==> src/rtl/dtg_pkg.sv <==
package dtg_pkg;

    // Field widths of the configuration inputs
    localparam int DIV_W    = 4;
    localparam int PH_W     = 4;
    localparam int ROW_W    = 6;
    // Fixed settle portion of every row, in display clocks
    localparam int HOLD_LEN = 50;

    // Counter wide enough for the longest of phase 1, phase 2 and settle
    localparam int PH_MAX   = (1 << PH_W) - 1;
    localparam int LEN_MAX  = (HOLD_LEN > PH_MAX) ? HOLD_LEN : PH_MAX;
    localparam int CNT_W    = $clog2(LEN_MAX + 1);

    // Settings after reset
    localparam int DEF_DIV  = 0;
    localparam int DEF_PH1  = 2;
    localparam int DEF_PH2  = 2;
    localparam int DEF_MUX  = 38;

    typedef enum logic [1:0] {
        ST_PH1  = 2'd0,
        ST_PH2  = 2'd1,
        ST_HOLD = 2'd2
    } row_state_t;

    typedef struct packed {
        logic [DIV_W-1:0] div;
        logic [PH_W-1:0]  ph1;
        logic [PH_W-1:0]  ph2;
        logic [ROW_W-1:0] mux;
    } cfg_t;

    localparam cfg_t CFG_RESET = '{
        div: DIV_W'(DEF_DIV),
        ph1: PH_W'(DEF_PH1),
        ph2: PH_W'(DEF_PH2),
        mux: ROW_W'(DEF_MUX)
    };

endpackage

==> src/rtl/dtg_tick_div.sv <==
module dtg_tick_div
    import dtg_pkg::*;
#(
    parameter int NUM_SRC = 2
) (
    input  logic               clk,
    input  logic               srst,
    input  logic               osc_sel,
    input  logic [NUM_SRC-1:0] src_tick,
    input  logic [DIV_W-1:0]   div_ratio,
    output logic               dclk_en
);

    // src_tick[1] is the on-chip oscillator, src_tick[0] the external pin.
    logic op_tick;

    generate
        if (NUM_SRC == 1) begin : g_single
            assign op_tick = src_tick[0];
        end else begin : g_select
            assign op_tick = osc_sel ? src_tick[1] : src_tick[0];
        end
    endgenerate

    logic [DIV_W-1:0] tick_cnt;

    // The compare uses >= so that a smaller ratio loaded at a frame
    // boundary still ends the current count at once.
    always_ff @(posedge clk) begin
        if (srst) begin
            tick_cnt <= '0;
            dclk_en  <= 1'b0;
        end else begin
            dclk_en <= 1'b0;
            if (op_tick) begin
                if (tick_cnt >= div_ratio) begin
                    tick_cnt <= '0;
                    dclk_en  <= 1'b1;
                end else begin
                    tick_cnt <= tick_cnt + DIV_W'(1);
                end
            end
        end
    end

endmodule

==> src/rtl/dtg_cfg_shadow.sv <==
module dtg_cfg_shadow
    import dtg_pkg::*;
(
    input  logic             clk,
    input  logic             srst,
    input  logic             load,
    input  logic [DIV_W-1:0] div_in,
    input  logic [PH_W-1:0]  ph1_in,
    input  logic [PH_W-1:0]  ph2_in,
    input  logic [ROW_W-1:0] mux_in,
    output cfg_t             cfg_act,
    output cfg_t             cfg_look
);

    logic [PH_W-1:0] ph_raw [2];
    logic [PH_W-1:0] ph_fix [2];
    cfg_t            cfg_in;

    assign ph_raw[0] = ph1_in;
    assign ph_raw[1] = ph2_in;

    // A zero phase length is stretched to one display clock.
    generate
        for (genvar i = 0; i < 2; i++) begin : g_clamp
            assign ph_fix[i] = (ph_raw[i] == '0) ? PH_W'(1) : ph_raw[i];
        end
    endgenerate

    always_comb begin
        cfg_in.div = div_in;
        cfg_in.ph1 = ph_fix[0];
        cfg_in.ph2 = ph_fix[1];
        cfg_in.mux = mux_in;
    end

    always_ff @(posedge clk) begin
        if (srst) begin
            cfg_act <= CFG_RESET;
        end else if (load) begin
            cfg_act <= cfg_in;
        end
    end

    // The divider sees the incoming settings on the boundary cycle, so its
    // first period of the new frame already uses the new ratio.
    assign cfg_look = load ? cfg_in : cfg_act;

endmodule

==> src/rtl/dtg_row_fsm.sv <==
module dtg_row_fsm
    import dtg_pkg::*;
(
    input  logic             clk,
    input  logic             srst,
    input  logic             dclk_en,
    input  logic [PH_W-1:0]  ph1_len,
    input  logic [PH_W-1:0]  ph2_len,
    input  logic [ROW_W-1:0] mux_last,
    output logic [ROW_W-1:0] row_idx,
    output logic             ph1_active,
    output logic             ph2_active,
    output logic             row_strobe,
    output logic             frame_sync,
    output logic             frame_wrap
);

    row_state_t       state, state_nx;
    logic [CNT_W-1:0] len_cnt;
    logic [CNT_W-1:0] cur_len;
    logic             len_done;
    logic             row_last;
    logic             row_done;

    // Length of the state now running, and the state that follows it
    always_comb begin
        cur_len  = CNT_W'(HOLD_LEN);
        state_nx = ST_PH1;
        unique case (state)
            ST_PH1: begin
                cur_len  = CNT_W'(ph1_len);
                state_nx = ST_PH2;
            end
            ST_PH2: begin
                cur_len  = CNT_W'(ph2_len);
                state_nx = ST_HOLD;
            end
            ST_HOLD: begin
                cur_len  = CNT_W'(HOLD_LEN);
                state_nx = ST_PH1;
            end
            default: begin
                cur_len  = CNT_W'(1);
                state_nx = ST_PH1;
            end
        endcase
    end

    assign len_done   = dclk_en && (len_cnt == (cur_len - CNT_W'(1)));
    assign row_done   = len_done && (state == ST_HOLD);
    assign row_last   = (row_idx == mux_last);
    assign frame_wrap = row_done && row_last;

    // State register, phase counter and row counter
    always_ff @(posedge clk) begin
        if (srst) begin
            state   <= ST_PH1;
            len_cnt <= '0;
            row_idx <= '0;
        end else if (dclk_en) begin
            if (len_done) begin
                state   <= state_nx;
                len_cnt <= '0;
                if (state == ST_HOLD) begin
                    row_idx <= row_last ? '0 : row_idx + ROW_W'(1);
                end
            end else begin
                len_cnt <= len_cnt + CNT_W'(1);
            end
        end
    end

    // Pulse outputs, registered so they line up with the new row index
    always_ff @(posedge clk) begin
        if (srst) begin
            row_strobe <= 1'b0;
            frame_sync <= 1'b0;
        end else begin
            row_strobe <= row_done;
            frame_sync <= frame_wrap;
        end
    end

    assign ph1_active = (state == ST_PH1);
    assign ph2_active = (state == ST_PH2);

endmodule

==> src/rtl/dtg_timing_gen.sv <==
module dtg_timing_gen
    import dtg_pkg::*;
(
    input  logic             clk,
    input  logic             srst,
    input  logic             osc_sel,
    input  logic             int_osc_tick,
    input  logic             ext_clk_tick,
    input  logic [DIV_W-1:0] div_cfg,
    input  logic [PH_W-1:0]  ph1_cfg,
    input  logic [PH_W-1:0]  ph2_cfg,
    input  logic [ROW_W-1:0] mux_cfg,
    output logic [ROW_W-1:0] row_idx,
    output logic             ph1_active,
    output logic             ph2_active,
    output logic             row_strobe,
    output logic             frame_sync
);

    cfg_t cfg_act;
    cfg_t cfg_look;
    logic dclk_en;
    logic frame_wrap;

    dtg_cfg_shadow u_shadow (
        .clk      (clk),
        .srst     (srst),
        .load     (frame_wrap),
        .div_in   (div_cfg),
        .ph1_in   (ph1_cfg),
        .ph2_in   (ph2_cfg),
        .mux_in   (mux_cfg),
        .cfg_act  (cfg_act),
        .cfg_look (cfg_look)
    );

    dtg_tick_div #(.NUM_SRC(2)) u_div (
        .clk       (clk),
        .srst      (srst),
        .osc_sel   (osc_sel),
        .src_tick  ({int_osc_tick, ext_clk_tick}),
        .div_ratio (cfg_look.div),
        .dclk_en   (dclk_en)
    );

    dtg_row_fsm u_rows (
        .clk        (clk),
        .srst       (srst),
        .dclk_en    (dclk_en),
        .ph1_len    (cfg_act.ph1),
        .ph2_len    (cfg_act.ph2),
        .mux_last   (cfg_act.mux),
        .row_idx    (row_idx),
        .ph1_active (ph1_active),
        .ph2_active (ph2_active),
        .row_strobe (row_strobe),
        .frame_sync (frame_sync),
        .frame_wrap (frame_wrap)
    );

endmodule

==> config.mk <==
export PLATFORM = sky130hd
export DESIGN_NAME = dtg_timing_gen
export DESIGN_NICKNAME = d
export VERILOG_FILES = /design/src/rtl/dtg_pkg.sv /design/src/rtl/dtg_tick_div.sv /design/src/rtl/dtg_cfg_shadow.sv /design/src/rtl/dtg_row_fsm.sv /design/src/rtl/dtg_timing_gen.sv
export SDC_FILE = /design/constraint.sdc
export NUM_CORES = 1
export LEC_CHECK = 0
export ABC_AREA = 1
export CORE_ASPECT_RATIO = 0.8
export CORE_MARGIN = 4
export CORE_UTILIZATION = 25
export CTS_BUF_LIST = sky130_fd_sc_hd__clkbuf_16
export CTS_CLUSTER_SIZE = 28
export DETAILED_ROUTE_END_ITERATION = 10
export SYNTH_ARGS = -nofsm -noshare
export SYNTH_HDL_FRONTEND = slang
export SYNTH_HIERARCHICAL = 1
export SYNTH_SLANG_ARGS = --single-unit
==> constraint.sdc <==
create_clock -name clk -period 5.4 [get_ports clk]
set_input_delay 0.54 -clock clk [delete_from_list [all_inputs] [get_ports clk]]
set_output_delay 0.54 -clock clk [all_outputs]
set_load 0.005 [all_outputs]
==> results of run 1 <==
[power by group]
part	internal, uW	total [uW]	switching [uW]
clock	218	331	113
combinational	26.2	53.0	26.8
sequential	291	295	4.42
[registers in the layout, summed over array words and instances, names as in the netlist]
name,count
u_rows/frame_sync,1
u_rows/row_strobe,1
u_rows/row_idx,6
u_rows/len_cnt,6
u_rows/state,2
u_div/tick_cnt,4
u_div/dclk_en,1
u_shadow/cfg_act,18
[through the flow]
stage	total power [uW]	hold slack, ps	std cells
detailed placement	355	452	467
global placement	355	446	467
CTS	689	467	475
global route	710	483	475
floorplan	328	429	326
finish	679	471	475
[worst min path at each step]
stage,from,endpoint
floorplan,u_shadow/cfg_act[11],u_shadow/cfg_act[11]
global placement,u_shadow/cfg_act[11],u_shadow/cfg_act[11]
detailed placement,u_shadow/cfg_act[11],u_shadow/cfg_act[11]
CTS,u_shadow/cfg_act[11],u_shadow/cfg_act[11]
global route,u_shadow/cfg_act[11],u_shadow/cfg_act[11]
finish,u_shadow/cfg_act[11],u_shadow/cfg_act[11]
[layout make-up]
cell class / instances / share of cell area (%)
well taps: 112 / 4.86
flip-flops and latches: 39 / 27.1
inverters: 48 / 6.68
repair buffers: 34 / 11.6
clock buffers: 5 / 4.34
multi-input cells: 234 / 44.0
clock inverters: 3 / 1.47
[worst register-to-register path: cells and delay by family (launching register included)]
kind / cells / cell delay [ps]
AO/OA/AOI/OAI: 1 / 150
buffers and inverters: 5 / 660
flip-flops: 1 / 470
adder cells (fa/ha/maj): 2 / 550
XOR/XNOR: 1 / 130
AND/OR/NAND/NOR: 14 / 1420
[metal layers]
layer	part of all wire, %	GRT usage [%]
met5	0	0
met4	0.68	1.66
met3	4.2	3.03
met2	43	14.5
met1	52	14.7
==> results.toml, run 1 <==
[clock_network]
cts_buffer_depth = 2
clk_latency_ps = 280
post_cts_buffers = 0
cts_buffers = 5
path_clk_slew_ps = 60
cts-resized-gates = 0
cts_sinks = 39
cts-htree-levels = 2
cts_tree = "yes"
cts_root_buf = "clkbuf_16"
hold_buffers = 0

[sta]
worst_pin_slew_ps = 336
fin_ws_ps = 1960
maxSlewViolCount = 0
layout_worst_path_cycle_share_pct = 63.7
finClkSkew_ps = 6.49
rsz0062_at_grt = "false"
hold_viol_final = 0
relSlewSlack_pct = 77.6
fmax_mhz = 291
fin_crit_ps = 3440
finalSetupTns_ps = 0
setup_viol = 0

[setup_path]
path_depth = 23
worstPathBufferInverterCount = 5
cp_cell_sequence = "inv_1, nand2_2, nand2_2, ha_1, xnor2_1, nor2_1, nand3_1, inv_1, nand3_1, nor2_4, nand3_4, nor2_1, buf_4, inv_12, nand2_1, nand2_1, inv_1, ha_1, a21oi_1, nand3_1, nand2_1, nand2_1, nor2_1"
reg2reg_to = "u_div/tick_cnt[2]"
critPathSlowestCell = "dfxtp_1"
crit_family = "simple AND/OR/NAND/NOR gates"
crit_path_end_kind = "flop"
endpoint = "u_div/tick_cnt[2]"
cp-start-kind = "flop"
reg2regPathDepth = 23
crit_start = "u_rows/state[0]"
ff2ff_setup_slack_ps = 1960
timing.rr.start = "u_rows/state[0]"
max_stage_delay_ps = 470
cp_max_fo = 19
worstPathArrival_ps = 3660
crit_type = "reg -> reg"
crit_top_cell = "nand2_1"
cp_data_required_time_ps = 5620

[detailed_routing]
first_iter_violations = 113
dr.pass1.iters = 4
drt-wirelength-per-cell_um = 10.5
ant_nets = 0
wl_um = 4980
via_per_inst = 4.27
vias = 2026
drcViolationCount = 0

[logic_synthesis]
ys_warn_count = 6
synth_area_per_cell_um2 = 7.05
syn-cell-area_um2 = 2300
syn_nets = 357
syn_inst = 326

[final_layout]
drive_above_1_share_pct = 11.3
fin_nets = 393
n_antenna_cell = 0
final_cell_mix = "nand2_1, inv_1, dfxtp_1"
regArea_um2 = 781
nFillCells = 924
fin_util_pct = 33.1
multi_input_area_um2 = 1270
stdcell_area_um2 = 2890
final_common_cell = "nand2_1"
areaGrowthSynthToFinish_pct = 25.6

[global_routing]
overflow = 0
grt_start_max_net_pins = 27
grt_pass1_vias = 1893
grt_pass1_wl_um = 8780
grt_antenna_before_repair = 0
grt.total_usage_pct = 10.0

[floorplanning]
num_rows = 30
pin_count = 33
die_y_um = 93.7
die_x_um = 115
coreArea_um2 = 8710
start_util_pct = 26.4
die_area_um2 = 10800

[flow_run]
drv_cap = 0

[place]
numPortBuffers = 32
dp_hpwl_um = 3960
placed_area_um2 = 2720
gp_congestion = 0.830
post-place-ws_ps = 1970

[hold_path]
holdPathStages = 2
hold_class = "reg -> reg"

[pwr]
cellPowerDensity_nw_per_um2 = 235
p_leak_uw = 0.00128
max-vdd-ir-drop_mv = 0.158

[outcome]
outcome = "finished, final reports clean"
No activity file was read; power rests on OpenSTA's default activity.
==> inputs of run 2 (changes only) <==
clock period = 3.08 ns   (was 5.4 ns; I/O delays follow)
==> run 2 against run 1 <==
Non-clock buffer count rose by 14. Design area up 9.9%. Sequential cell count did not move. Total power rose by 91%. Core utilization is 3.3 points higher. Sequential power increased by 75%. First-iteration DRC count decreased by 9.7%. Fmax up 17%. Largest power group unchanged. Worst hold slack lost 9.7 ps. Via count increased by 3.2%.
==> results.toml, run 2 (synthesis results as in run 1) <==
[floorplanning]
start_util_pct = 26.4
pin_count = 33
die_y_um = 93.7
coreArea_um2 = 8710
die_x_um = 115
die_area_um2 = 10800
num_rows = 30

[final_layout]
final_cell_mix = "nand2_1, inv_1, dfxtp_1"
final_common_cell = "nand2_1"
top_register = "u_shadow/cfg_act"
n_antenna_cell = 0
stdcell_area_um2 = 3170
fin_nets = 407
largest_reg_flops = 18
nFillCells = 907
areaGrowthSynthToFinish_pct = 38.0
reg.largest.list = "u_shadow/cfg_act (18), u_rows/len_cnt (6), u_rows/row_idx (6)"
stdcell_count = 489
drive_above_1_share_pct = 23.1

[setup_path]
crit_family = "simple AND/OR/NAND/NOR gates"
critPathSlowestCell = "dfxtp_4"
cp-start-kind = "flop"
path_depth = 26
timing.rr.start = "u_rows/state[1]"
reg2regPathDepth = 26
max_stage_delay_ps = 360
crit_path_end_kind = "flop"
crit_start = "u_rows/state[1]"
worstPathBufferInverterCount = 5
crit_top_cell = "nand2_1"
reg2reg_to = "u_div/tick_cnt[2]"
crit_type = "reg -> reg"
cp_data_required_time_ps = 3300
ff2ff_setup_slack_ps = 130
worstPathArrival_ps = 3170
cp_max_fo = 6

[sta]
finalSetupTns_ps = 0
setup_viol = 0
fmax_mhz = 339
hold_ws_ps = 462
maxSlewViolCount = 0
finClkSkew_ps = 4.47
fin_crit_ps = 2950
hold_viol_final = 0
relSlewSlack_pct = 72.7
worst_pin_slew_ps = 409
layout_worst_path_cycle_share_pct = 95.9

[outcome]
outcome = "finished, final reports clean"

[detailed_routing]
wl_met1_um = 2740
routed-wl-met3_um = 235
drcViolationCount = 0
wl_met2_um = 2460
top_layer = "met4"
drt-wirelength-per-cell_um = 11.2
vias = 2091
first_iter_violations = 102
wl_um = 5500
via_per_inst = 4.28
dr.pass1.iters = 4
ant_nets = 0

[clock_network]
cts_sinks = 39
hold_buffers = 0
path_clk_slew_ps = 60
cts_buffers = 5
cts_tree = "yes"
clk_latency_ps = 280
cts-htree-levels = 2
cts_root_buf = "clkbuf_16"
cts_buffer_depth = 2

[global_routing]
grt_start_max_net_pins = 27
overflow = 0
grt_antenna_before_repair = 0
grt_pass1_vias = 1926
grt.total_usage_pct = 10.1
grt_pass1_wl_um = 8890

[hold_path]
min-delay-start = "u_shadow/cfg_act[7]"
holdPathStages = 2
holdPathEnd = "u_shadow/cfg_act[7]"
hold_class = "reg -> reg"

[place]
numPortBuffers = 32
dp_hpwl_um = 4030
placed_area_um2 = 2770
gp_congestion = 0.822
dpl.cell_count = 474

[flow_run]
drv_cap = 0

[pwr]
p_leak_uw = 0.00139
cellPowerDensity_nw_per_um2 = 409
power.total_uw = 1300
max-vdd-ir-drop_mv = 0.332
-- run 2: changes by cell type in the layout (fill, tap and decap cells not counted), sizes merged --
cell      previous run  this run
buf                  2        16
bufinv               1         2
clkinv               1         0
clkinvlp             0         1
inv                 49        48
-- run 2: worst max path at each step --
stage / end / slack, ps
global route: u_div/tick_cnt[1] / -80
global placement: u_div/tick_cnt[1] / 100
finish: u_div/tick_cnt[2] / 130
CTS: u_div/tick_cnt[2] / 2
detailed placement: u_div/tick_cnt[2] / -60
floorplan: u_div/tick_cnt[1] / 50
-- run 2: where the power goes --
group | switching [uW] | internal (uW) | total [uW] | leakage (uW)
Clock | 206 | 464 | 669 | 0.0000900
Sequential | 7.44 | 510 | 517 | 0.000316
Combinational | 54.5 | 55.0 | 109 | 0.000981
-- run 2: tightest hold or removal path: stages, from the launching register on --
cell and delay [ps]:
dfxtp_1 330, nand2_1 50, nand3_1 50
-- run 2: repair_timing --
action	in CTS	in global routing
pin swaps	1	19
endpoints found under the setup margin	4	5
gates resized for setup	2	38
buffers inserted	1	6
-- run 2: cell type report --
type                            count  area, um^2  share of cell area (%)
Multi-Input combinational cell    234        1410                    44.3
Sequential cell                    39         786                    24.8
Timing Repair Buffer               48         452                    14.2
Inverter                           48         195                    6.16
Tap cell                          112         140                    4.42
Clock buffer                        5         125                    3.95
Clock inverter                      3        67.6                    2.13
-- run 2: metrics by stage --
stage | worst slack [ps] | util (%)
floorplan | 45.4 | -
global placement | 96.4 | 31.8
detailed placement | -55.1 | 31.8
CTS | 2.33 | 34.2
global route | -75.9 | 36.4
finish | 127 | 36.4
-- run 2: layer usage --
| metal | track usage [%] | vias to the layer above |
|---|---|---|
| met5 | 0 | - |
| met4 | 3.23 | 0 |
| met3 | 2.32 | 8 |
| met2 | 15.2 | 42 |
| met1 | 14.3 | 929 |
| li1 | - | 1112 |
==> inputs of run 3 (changes only) <==
CORE_UTILIZATION = 40   (was 25)
==> run 3 against run 2 <==
Sequential cell count unchanged. Design area decreased by 3.7%. Sequential power about the same. Critical path type unchanged. Critical endpoint is now u_div/tick_cnt[0].
==> results.toml, run 3 (synthesis results as in run 1) <==
[outcome]
outcome = "finished, final reports clean"

[floorplanning]
die_y_um = 75.8
start_util_pct = 41.8
die_area_um2 = 7030
coreArea_um2 = 5500
pin_count = 33
die_x_um = 92.7
num_rows = 24

[setup_path]
cp_cell_sequence = "inv_4, nand2_1, nand2_1, nand2_2, ha_4, xnor2_2, nor2_1, nand3_1, inv_1, nand3_2, nor2_4, nand3_4, nor2_4, buf_8, inv_12, nand2_2, nand2_2, inv_2, ha_4, a21oi_2, nand3_2, nand2_2, nand2_4, nor2_4"
crit_family = "simple AND/OR/NAND/NOR gates"
crit_top_cell = "nand2_2"
max_stage_delay_ps = 360
crit_path_end_kind = "flop"
cp_data_required_time_ps = 3300
worstPathArrival_ps = 3150
crit_type = "reg -> reg"
cp-start-kind = "flop"
cp_max_fo = 6
critPathSlowestCell = "dfxtp_4"
worstPathBufferInverterCount = 5

[final_layout]
stdcell_count = 453
final_common_cell = "nand2_1"
areaGrowthSynthToFinish_pct = 32.9
n_antenna_cell = 0
fin_nets = 405
reg.largest.list = "u_shadow/cfg_act (18), u_rows/len_cnt (6), u_rows/row_idx (6)"
final_cell_mix = "nand2_1, inv_1, dfxtp_1"
largest_reg_flops = 18
top_register = "u_shadow/cfg_act"
drive_above_1_share_pct = 21.9

[detailed_routing]
dr.pass1.iters = 4
vias = 2061
drcViolationCount = 0
drt-wirelength-per-cell_um = 11.9
first_iter_violations = 98
ant_nets = 0
wl_um = 5390
via_per_inst = 4.55

[global_routing]
grt_pass1_vias = 1915
grt_antenna_before_repair = 0
grt.total_usage_pct = 16.2
grt_start_max_net_pins = 17
overflow = 0
grt_pass1_wl_um = 8860

[clock_network]
cts_sinks = 39
clk_latency_ps = 280
cts_tree = "yes"
cts_buffer_depth = 2
cts-htree-levels = 2
cts_root_buf = "clkbuf_16"
cts_buffers = 5
path_clk_slew_ps = 60

[sta]
hold_viol_final = 0
fin_crit_ps = 2920
fmax_mhz = 342
fin_ws_ps = 155
setup_viol = 0
layout_worst_path_cycle_share_pct = 95.0
worst_pin_slew_ps = 462
relSlewSlack_pct = 69.1
finClkSkew_ps = 5.50
maxSlewViolCount = 0

[place]
numPortBuffers = 32
post-place-ws_ps = -110
dp_hpwl_um = 4000
gp_congestion = 0.913
dpl.cell_count = 439

[pwr]
p_leak_uw = 0.00137
cellPowerDensity_nw_per_um2 = 369
max-vdd-ir-drop_mv = 0.244

[flow_run]
drv_cap = 0

[hold_path]
hold_class = "reg -> reg"
-- run 3: cell types whose count changed in the layout (fill, tap and decap cells not counted) --
cell / before / now
dfxtp_4: 1 / 2
dfxtp_2: 1 / 0
buf_6: 1 / 0
nor2_4: 5 / 6
nand3_1: 29 / 31
nand2_1: 84 / 85
buf_4: 14 / 13
inv_2: 4 / 5
clkinv_2: 0 / 1
nand2_2: 20 / 19
nor2_2: 2 / 1
bufinv_16: 2 / 0
nand3_2: 4 / 2
-- run 3: cell type report --
| type | count | area [um^2] |
|---|---|---|
| Sequential cell | 39 | 788 |
| Clock buffer | 5 | 125 |
| Inverter | 48 | 195 |
| Clock inverter | 3 | 16.3 |
| Fill cell | 533 | 2440 |
| Tap cell | 78 | 97.6 |
| Multi-Input combinational cell | 234 | 1400 |
| Timing Repair Buffer | 46 | 433 |
-- run 3: tightest hold or removal path, stage by stage, from the launching register on --
cell,delay [ps]
dfxtp_1,310
nand2_2,60
a21oi_1,50
-- run 3: repair_timing --
| item | in CTS | in global routing |
|---|---|---|
| hold endpoints to repair | 0 | 0 |
| buffers inserted | 1 | 5 |
| resized for setup | 5 | 33 |
| pin swaps | 1 | 14 |
| hold buffers | 0 | 0 |
| setup endpoints to repair | 5 | 5 |
-- run 3: metal layers --
layer  GRT usage (%)  share of wire [%]
met1            22.2                 52
met2            26.1                 43
met3            3.36                3.6
met4            4.55                1.1
met5               0                  0
-- run 3: power by group --
part,internal (uW),switching [uW],leakage [uW],total (uW)
logic,55.2,54.9,0.000978,110
clock network,295,202,0.0000710,497
registers,509,8.46,0.000317,518
total,860,266,0.00137,1130
-- run 3: worst paths after layout --
kind	start	endpoint	slack (ps)	cells after the start
min	u_shadow/cfg_act[16]	u_shadow/cfg_act[16]	470	2
max	u_rows/state[1]	u_div/tick_cnt[0]	160	24
min reg2reg	u_shadow/cfg_act[16]	u_shadow/cfg_act[16]	470	2
max reg2reg	u_rows/state[1]	u_div/tick_cnt[0]	160	24
-- run 3: through the flow --
stage / hold slack, ps / util [%] / area (um^2) / total power, uW / setup TNS, ps
after detailed placement: 465 / 49.5 / 2720 / 625 / -346
after CTS: 476 / 52.6 / 2890 / 1120 / 0
final: 474 / 55.6 / 3050 / 1130 / 0
after global routing: 492 / 55.6 / 3050 / 1180 / -134
after global placement: 457 / 49.5 / 2720 / 624 / 0
after floorplan: 370 / - / 2300 / 574 / 0
